`config.mk`:
```
export PLATFORM = sky130hd
export DESIGN_NAME = swing_link_trainer
export DESIGN_NICKNAME = d
export VERILOG_FILES = /design/src/rtl/lt_pkg.sv /design/src/rtl/lt_gap_timer.sv /design/src/rtl/lt_attempt_seq.sv /design/src/rtl/swing_link_trainer.sv
export SDC_FILE = /design/constraint.sdc
export NUM_CORES = 1
export LEC_CHECK = 0
export ABC_AREA = 1
export BUFFER_PORTS_ARGS = -buffer_cell sky130_fd_sc_hd__buf_4
export CAP_MARGIN = 10
export CORE_AREA = 3 3 62 64
export DETAILED_ROUTE_END_ITERATION = 10
export DIE_AREA = 0 0 65 67
export PLACE_DENSITY = 0.69
export SYNTH_ARGS = -nofsm -noshare
export SYNTH_HDL_FRONTEND = slang
export SYNTH_SLANG_ARGS = --single-unit
```
`constraint.sdc`:
```
create_clock -name clk -period 2.74 [get_ports clk]
set_input_delay 0.274 -clock clk [delete_from_list [all_inputs] [get_ports clk]]
set_output_delay 0.274 -clock clk [all_outputs]
set_load 0.02 [all_outputs]
```
`src/rtl/lt_pkg.sv`:
```
package lt_pkg;

  typedef enum logic [1:0] {
    PAT_OFF  = 2'd0,
    PAT_TP1  = 2'd1,
    PAT_TP2  = 2'd2,
    PAT_NORM = 2'd3
  } pat_e;

  typedef enum logic [3:0] {
    S_IDLE, S_DROP, S_ARM, S_W1, S_P1, S_W2, S_P2, S_NEXT, S_WI
  } st_e;

  // drive-level table entry used by a given attempt number
  function automatic int entry_of(input int attempt, input int tries);
    return attempt / tries;
  endfunction

  // wait length in cycles before a poll of the given phase
  function automatic int gap_cycles(input logic phase_two, input int half_cyc);
    return phase_two ? 3 * half_cyc : half_cyc;
  endfunction

endpackage

```
`src/rtl/lt_gap_timer.sv`:
```
module lt_gap_timer #(
  parameter int W = 8
) (
  input  logic         clk,
  input  logic         rst,
  input  logic         load_i,
  input  logic [W-1:0] val_i,
  output logic         expired_o
);
  logic [W-1:0] cnt;

  always_ff @(posedge clk) begin
    if (rst)              cnt <= '0;
    else if (load_i)      cnt <= val_i;
    else if (cnt != '0)   cnt <= cnt - 1'b1;
  end

  assign expired_o = (cnt == '0);

  // a wait of zero length would make the poll spacing vanish
  p_load_nonzero_r4: assert property (@(posedge clk) disable iff (rst)
    load_i |-> (val_i != '0));

endmodule

```
`src/rtl/lt_attempt_seq.sv`:
```
module lt_attempt_seq #(
  parameter int LEVELS = 4,
  parameter int TRIES  = 2,
  parameter int AW     = 3,
  parameter int EW     = 2
) (
  input  logic          clk,
  input  logic          rst,
  input  logic          clr_i,
  input  logic          inc_i,
  output logic [AW-1:0] attempt_o,
  output logic [EW-1:0] entry_o,
  output logic          last_o
);
  import lt_pkg::*;
  localparam int ATTEMPTS = LEVELS * TRIES;

  logic [AW-1:0] att;

  always_ff @(posedge clk) begin
    if (rst)         att <= '0;
    else if (clr_i)  att <= '0;
    else if (inc_i)  att <= att + 1'b1;
  end

  assign attempt_o = att;
  assign entry_o   = EW'(entry_of(int'(att), TRIES));
  assign last_o    = (int'(att) == ATTEMPTS - 1);

  p_attempt_bound_r7: assert property (@(posedge clk) disable iff (rst)
    int'(attempt_o) <= ATTEMPTS - 1);

  p_no_inc_past_last_r8: assert property (@(posedge clk) disable iff (rst)
    (inc_i && !clr_i) |-> !last_o);

endmodule

```
`src/rtl/swing_link_trainer.sv`:
```
module swing_link_trainer #(
  parameter int HALF_US_CYC = 63,
  parameter int LEVELS      = 4,
  parameter int TRIES       = 2,
  parameter int POLLS       = 4,
  parameter int LANE_W      = 2,
  localparam int ATTEMPTS   = LEVELS * TRIES,
  localparam int AW         = (ATTEMPTS > 1) ? $clog2(ATTEMPTS) : 1,
  localparam int EW         = (LEVELS > 1) ? $clog2(LEVELS) : 1
) (
  input  logic              clk,
  input  logic              rst,
  input  logic              start_i,
  input  logic [LANE_W-1:0] lane_cfg_i,
  input  logic              bit_lock_i,
  input  logic              sym_lock_i,
  output logic              tx_en_o,
  output logic              rx_en_o,
  output logic [1:0]        pattern_o,
  output logic [LANE_W-1:0] lane_width_o,
  output logic [EW-1:0]     swing_idx_o,
  output logic [1:0]        lock_mask_o,
  output logic              clr_bit_o,
  output logic              clr_sym_o,
  output logic              enh_frame_o,
  output logic              err_corr_o,
  output logic              done_o,
  output logic              fail_o,
  output logic [AW-1:0]     attempt_o
);
  import lt_pkg::*;

  localparam int TW = $clog2(3 * HALF_US_CYC + 1);
  localparam int PW = (POLLS > 1) ? $clog2(POLLS) : 1;

  st_e           st;
  logic [PW-1:0] poll;
  logic          tmr_load, tmr_exp;
  logic [TW-1:0] tmr_val;
  logic          att_clr, att_inc, att_last;
  logic [EW-1:0] entry;

  // named events
  logic accept_start, bit_hit, sym_hit, poll_last, busy;

  assign busy         = (st != S_IDLE);
  assign accept_start = (st == S_IDLE) && start_i;
  assign poll_last    = (int'(poll) == POLLS - 1);
  assign bit_hit      = (st == S_P1) && bit_lock_i;
  assign sym_hit      = (st == S_P2) && sym_lock_i;

  assign att_clr = accept_start;
  assign att_inc = (st == S_NEXT) && !att_last;

  always_comb begin
    tmr_load = 1'b0;
    tmr_val  = TW'(HALF_US_CYC);
    unique case (st)
      S_ARM: begin
        tmr_load = 1'b1;
        tmr_val  = TW'(gap_cycles(1'b0, HALF_US_CYC));
      end
      S_P1: begin
        tmr_load = bit_lock_i || !poll_last;
        tmr_val  = TW'(gap_cycles(bit_lock_i, HALF_US_CYC));
      end
      S_P2: begin
        tmr_load = sym_lock_i || !poll_last;
        tmr_val  = sym_lock_i ? TW'(HALF_US_CYC)
                              : TW'(gap_cycles(1'b1, HALF_US_CYC));
      end
      default: ;
    endcase
  end

  lt_gap_timer #(.W(TW)) u_timer (
    .clk       (clk),
    .rst       (rst),
    .load_i    (tmr_load),
    .val_i     (tmr_val),
    .expired_o (tmr_exp)
  );

  lt_attempt_seq #(.LEVELS(LEVELS), .TRIES(TRIES), .AW(AW), .EW(EW)) u_att (
    .clk       (clk),
    .rst       (rst),
    .clr_i     (att_clr),
    .inc_i     (att_inc),
    .attempt_o (attempt_o),
    .entry_o   (entry),
    .last_o    (att_last)
  );

  always_ff @(posedge clk) begin
    if (rst) begin
      st           <= S_IDLE;
      poll         <= '0;
      tx_en_o      <= 1'b0;
      rx_en_o      <= 1'b0;
      pattern_o    <= PAT_OFF;
      lane_width_o <= '0;
      swing_idx_o  <= '0;
      lock_mask_o  <= 2'b11;
      clr_bit_o    <= 1'b0;
      clr_sym_o    <= 1'b0;
      enh_frame_o  <= 1'b0;
      err_corr_o   <= 1'b0;
      done_o       <= 1'b0;
      fail_o       <= 1'b0;
    end else begin
      clr_bit_o <= 1'b0;
      clr_sym_o <= 1'b0;
      unique case (st)
        S_IDLE: if (start_i) begin
          lock_mask_o  <= 2'b00;
          done_o       <= 1'b0;
          fail_o       <= 1'b0;
          enh_frame_o  <= 1'b0;
          err_corr_o   <= 1'b0;
          swing_idx_o  <= '0;
          lane_width_o <= lane_cfg_i;
          st           <= S_DROP;
        end
        S_DROP: begin
          tx_en_o   <= 1'b0;
          rx_en_o   <= 1'b0;
          pattern_o <= PAT_OFF;
          st        <= S_ARM;
        end
        S_ARM: begin
          tx_en_o     <= 1'b1;
          rx_en_o     <= 1'b1;
          pattern_o   <= PAT_TP1;
          swing_idx_o <= entry;
          poll        <= '0;
          st          <= S_W1;
        end
        S_W1: if (tmr_exp) st <= S_P1;
        S_P1: begin
          if (bit_lock_i) begin
            clr_bit_o <= 1'b1;
            pattern_o <= PAT_TP2;
            poll      <= '0;
            st        <= S_W2;
          end else if (poll_last) begin
            st <= S_NEXT;
          end else begin
            poll <= poll + 1'b1;
            st   <= S_W1;
          end
        end
        S_W2: if (tmr_exp) st <= S_P2;
        S_P2: begin
          if (sym_lock_i) begin
            clr_sym_o   <= 1'b1;
            pattern_o   <= PAT_NORM;
            enh_frame_o <= 1'b1;
            st          <= S_WI;
          end else if (poll_last) begin
            st <= S_NEXT;
          end else begin
            poll <= poll + 1'b1;
            st   <= S_W2;
          end
        end
        S_NEXT: begin
          if (att_last) begin
            fail_o    <= 1'b1;
            tx_en_o   <= 1'b0;
            rx_en_o   <= 1'b0;
            pattern_o <= PAT_OFF;
            st        <= S_IDLE;
          end else begin
            st <= S_DROP;
          end
        end
        S_WI: if (tmr_exp) begin
          err_corr_o <= 1'b1;
          done_o     <= 1'b1;
          st         <= S_IDLE;
        end
        default: st <= S_IDLE;
      endcase
    end
  end

  // ---------------- assertions ----------------
  p_arm_from_off_r3: assert property (@(posedge clk) disable iff (rst)
    (st == S_ARM) |-> (!tx_en_o && !rx_en_o && pattern_o == PAT_OFF));

  p_bit_clear_tp2_r5: assert property (@(posedge clk) disable iff (rst)
    clr_bit_o |-> (pattern_o == PAT_TP2 && tx_en_o && rx_en_o));

  p_single_clear_r6: assert property (@(posedge clk) disable iff (rst)
    $onehot0({clr_bit_o, clr_sym_o}));

  p_swing_monotonic_r7: assert property (@(posedge clk) disable iff (rst)
    (busy && $past(busy)) |-> (swing_idx_o >= $past(swing_idx_o)));

  p_fail_state_r8: assert property (@(posedge clk) disable iff (rst)
    $rose(fail_o) |-> (!tx_en_o && !rx_en_o && int'(attempt_o) == ATTEMPTS - 1));

  p_done_state_r9: assert property (@(posedge clk) disable iff (rst)
    $rose(done_o) |-> (err_corr_o && enh_frame_o && pattern_o == PAT_NORM));

  p_done_fail_excl_r10: assert property (@(posedge clk) disable iff (rst)
    !(done_o && fail_o));

  p_masks_open_busy_r2: assert property (@(posedge clk) disable iff (rst)
    busy |-> (lock_mask_o == 2'b00));

endmodule

```
; ---- Word level (Yosys, flattened, before mapping)
; Index checks and enable logic that the tools add are counted.
; Widths: inputs -> output; s select.
[op_classes]
addsub = 3
n_mux = 37
n_eq_ne = 18
bitwise = 2
reduce_logical = 29
[op_table]
columns = cell, n
row1 = $pmux 4 s9, 1
row2 = $mux 8, 4
row3 = $mux 4, 5
row4 = $eq 4x3->1 const B, 4
row5 = $mux 2, 8
row6 = $ne 2x2->1 const B, 8
row7 = $pmux 8 s2, 1
row8 = $pmux 2 s5, 1
row9 = $reduce_bool 2->1, 5
row10 = $reduce_and 3->1, 3
row11 = $eq 4x2->1 const B, 2
row12 = $logic_not 8->1, 1
row13 = $mux 1, 8
row14 = $reduce_and 2->1, 4
row15 = $reduce_and 4->1, 2
row16 = $reduce_bool 8->1, 1
row17 = $sub 8x1->8 const B, 1
row18 = $mux 3, 2
row19 = $pmux 1 s2, 3
row20 = $pmux 1 s3, 2
row21 = $pmux 2 s3, 1
row22 = $reduce_bool 3->1, 2
row23 = $reduce_or 2->1, 3
row24 = $reduce_bool 5->1, 1
row25 = other kinds (12), 16
[totals]
input_bits = 7
ff_bits = 31
elab_cells = 103
output_inout_bits = 19

; ---- Depth between registers and ports, before layout
[depth]
depth_word = 5
depth_mapped = 11
ltp_nobuf = 11

; ---- Hierarchy
; From an unflattened synthesis, not the netlist that was laid out.
[hier_totals]
hier_cells = 242
area_unflattened_um2 = 1592.8
[modules_own_cells]
columns = module, area_per_inst_um2, instances, cells_per_inst
row1 = swing_link_trainer, 949.7, 1, 147
row2 = lt_gap_timer, 473.0, 1, 70
row3 = lt_attempt_seq, 170.2, 1, 25

; ---- Worst setup path after synthesis
; No wires, ideal clock.
[synth_timing]
path_type = reg2reg
from = register u_att.att[0] (netlist: u_att.attempt_o[0])
to = register rx_en_o
setup_ns = 0.068
path_buffers = 1
stages_incl_launch_ff = 10
arrival_ns = 1.443
period_less_slack_ns = 1.511
required_time_ns = 2.672
path_slack_ns = 1.229
cell_sequence = dfxtp_1 -> ha_1 -> ha_1 -> or2_1 -> buf_6 -> nand2_2 -> inv_2 -> nand3_1 -> nand2_1 -> a21oi_2
[synth_between]
elab_chain_cells = 3
[synth_lines]
columns = item, line
row1 = "start, declared", lt_attempt_seq.sv:18  ; logic [AW-1:0] att;
row2 = "start signal, assigned", lt_attempt_seq.sv:23  ; else if (inc_i) att <= att + 1'b1;
row3 = $eq 3x1->1, lt_attempt_seq.sv:28  ; assign last_o = (int'(att) == ATTEMPTS - 1);
row4 = $ne 2x2->1 (no source line), -
row5 = $reduce_and 2->1 (no source line), -
row6 = "end signal, assigned", swing_link_trainer.sv:99  ; rx_en_o <= 1'b0;
row7 = "end signal, assigned", swing_link_trainer.sv:126  ; rx_en_o <= 1'b0;
row8 = "end signal, assigned", swing_link_trainer.sv:132  ; rx_en_o <= 1'b1;
row9 = "end, declared", swing_link_trainer.sv:18  ; output logic rx_en_o,
; No other way between the ends.
; A chain may end at the register's enable or synchronous reset.

; ---- Final worst setup path
[layout_timing]
from = register u_timer.cnt[0]
to = register u_timer.cnt[1]
[layout_between]
elab_chain_cells = 3
[layout_lines]
columns = item, line
row1 = "start, declared", lt_gap_timer.sv:10  ; logic [W-1:0] cnt;
row2 = "start signal, assigned", lt_gap_timer.sv:14  ; else if (load_i) cnt <= val_i;
row3 = "start signal, assigned", lt_gap_timer.sv:15  ; else if (cnt != '0) cnt <= cnt - 1'b1;
row4 = $sub 8x1->8, lt_gap_timer.sv:15
row5 = $mux 8, lt_gap_timer.sv:15
row6 = $mux 8, lt_gap_timer.sv:14
; Parallel ways exist; a longest one is shown, timed or not. The select of a mux whose other input is x is not followed.

==> results.cfg <==
[worst_hold_path]
hold_path.class = input pin to flop
hold_depth = 2
worstHoldStart = rst

[timing]
period_minus_slack_ns = 1.535
rsz0062_at_grt = no
post-route-period-util_pct = 56.03
setup-tns-final_ns = 0
max_slew_margin_pct = 75.22
hold_ws_ns = 0.2179
slew_viol_final = 0
fmax_mhz = 651.4
skew_ns = 0.007678
setup_violations = 0
tightest_slew_ns = 0.3689
hold_viol_final = 0

[finish]
drive_above_1_share_pct = 19.07
nFillCells = 347
mostFrequentLayoutCells = nand2_1 (45), inv_1 (33), dfxtp_1 (30)
final_common_cell = nand2_1
antennaDiodeCount = 0
syn2layout_area_growth_pct = 17.81
nets = 245

[run]
drv_cap = 0

[setup_path]
worstPathArrival_ns = 1.80
cp_max_fo = 8
crit_path_end_kind = flop
crit_required_ns = 3.01
critPathKind = flop to flop
reg2reg_from = u_timer.cnt[0]
cp-start-kind = flop
rr_worst_depth = 10
startpoint = u_timer.cnt[0]

[cts]
htree_levels = 2
clkTransAtPathRegs_ns = 0.10
root_buffer = clkbuf_4
cts_buffers = 5
ctsHoldBuffers = 0
cts_resized = 0
cts_buffer_depth = 2
cts_setup_buffers = 0
tritoncts = done
clock-sinks = 30
clkLatencyLatePin_ns = 0.33

[routing]
drtPass1Iterations = 4
dr_total_vias = 1357
wirelength_um = 2999
routed_via_density = 4.812
final_antenna_net_count = 0
drt-initial-drc-count = 71
drc = 0
wl_per_cell_um = 10.63

[power]
vdd_drop_max_mv = 0.2544
leakage_nw = 0.8473
pwr_density_cell_mw_per_mm2 = 858.2

[logic_synthesis]
avgSynthCellArea_um2 = 7.058
synth_enable_flop_cells = 0
syn_area_mm2 = 0.001475
synth.distinct_cells = 29
synth.largest_area_cell = dfxtp_1
synthTopCellsByArea = dfxtp_1 (41%), nand2_1 (11%), inv_1 (8.4%)
ys_seq_elements = 30
syn_inst = 209
yosysWarnings = 0
ys.flop_type = dfxtp_1
synth_top_area_share_pct = 40.71
syn-num-nets = 219
seq_area_frac_synth_pct = 40.71
async_reset_ff_share_pct = 0

[global_routing]
overflow = 0
antenna_found_initial = 0
grt_pass1_vias = 1202
grt_usage_pct = 15.67
grt_pass1_wl_um = 5140
grt_start_max_net_pins = 15

[die]
die_w_um = 65
dieArea_mm2 = 0.004355
rows = 21
coreArea_mm2 = 0.003337
io_pins = 26
die_h_um = 67
start_util_pct = 44.21

[place]
place_hpwl_um = 2291
portBuffers = 25
gp_congestion = 0.8126

[outcome]
run_status = finished clean
## report_power, final
group	switching, W	internal [W]
Sequential	0.0000554	0.000526
Combinational	0.000404	0.000231
Clock	0.000151	0.000124
Total	0.000610	0.000881
## per-layer routing
metal,global-route usage [%],wire (µm),share of wire (%),up-vias
li1,-,-,-,719
met1,19.92,1498,50,596
met2,23.88,1273,42,36
met3,4.722,169,5.6,6
met4,7.916,57,1.9,0
met5,0,0,0,-
## state kept, by name (all words and copies together), names as in the netlist
signal / cells
u_timer.cnt: 8
u_att.attempt_o: 3
enh_frame_o: 1
swing_idx_o: 2
st: 4
fail_o: 1
rx_en_o: 1
lane_width_o: 2
pattern_o: 2
clr_bit_o: 1
clr_sym_o: 1
poll: 2
done_o: 1
lock_mask_o: 1
## worst paths after layout
| kind | slack, ns | to |
|---|---|---|
| setup reg to reg | 1.20 | u_timer.cnt[1] |
| hold reg to reg | 0.45 | fail_o |
| setup / recovery | 1.20 | u_timer.cnt[1] |
| hold / removal | 0.22 | st[0] |
## critical path, stage by stage, from the launching register on
cell and delay [ns]:
dfxtp_1 0.34, inv_1 0.06, ha_1 0.16, nand2_1 0.07
inv_1 0.10, nand3_2 0.19, inv_1 0.20, nand3_1 0.14
nor2_1 0.11, nor2_1 0.05, nor2_1 0.07
## kinds of logic after synthesis
| kind of cell | after synthesis | share of synthesized area [%] |
|---|---|---|
| xor+xnor | 3 | 1.781 |
| fa+ha+maj | 3 | 2.545 |
| compound gates | 38 | 14.84 |
| flops | 30 | 40.71 |
| simple gates | 93 | 28.07 |
| buf+inv | 42 | 12.04 |
## area by class of cell
cell class | count | area [µm²] | area share [%]
Tap cell | 46 | 57.56 | 3.312
Inverter | 36 | 135.1 | 7.775
Timing Repair Buffer | 25 | 187.7 | 10.80
Clock buffer | 7 | 55.05 | 3.168
Clock inverter | 1 | 5.005 | 0.2880
Multi-Input combinational cell | 137 | 696.9 | 40.10
Sequential cell | 30 | 600.6 | 34.56
## cells in the mapped netlist (3+ instances only)
master / instances
a21oi_1: 16
o21ai_0: 12
o211ai_1: 3
a21oi_2: 3
nand3_1: 15
inv_1: 33
nand2_2: 4
xor2_1: 3
nor2_1: 17
nor3_1: 3
nand2_1: 45
inv_2: 3
buf_4: 3
dfxtp_1: 30
ha_1: 3
## through the flow
step	setup WS [ns]	area (µm²)	utilization [%]	instances	total power, W
floorplan	1.229	1475	-	209	0.001080
global placement	1.178	1678	50.28	274	0.001230
detailed placement	1.207	1678	50.28	274	0.001228
CTS	1.184	1738	52.08	282	0.001511
global route	0.9883	1738	52.08	282	0.001652
finish	1.205	1738	52.08	282	0.001491
(Power assumes the default switching activity.)
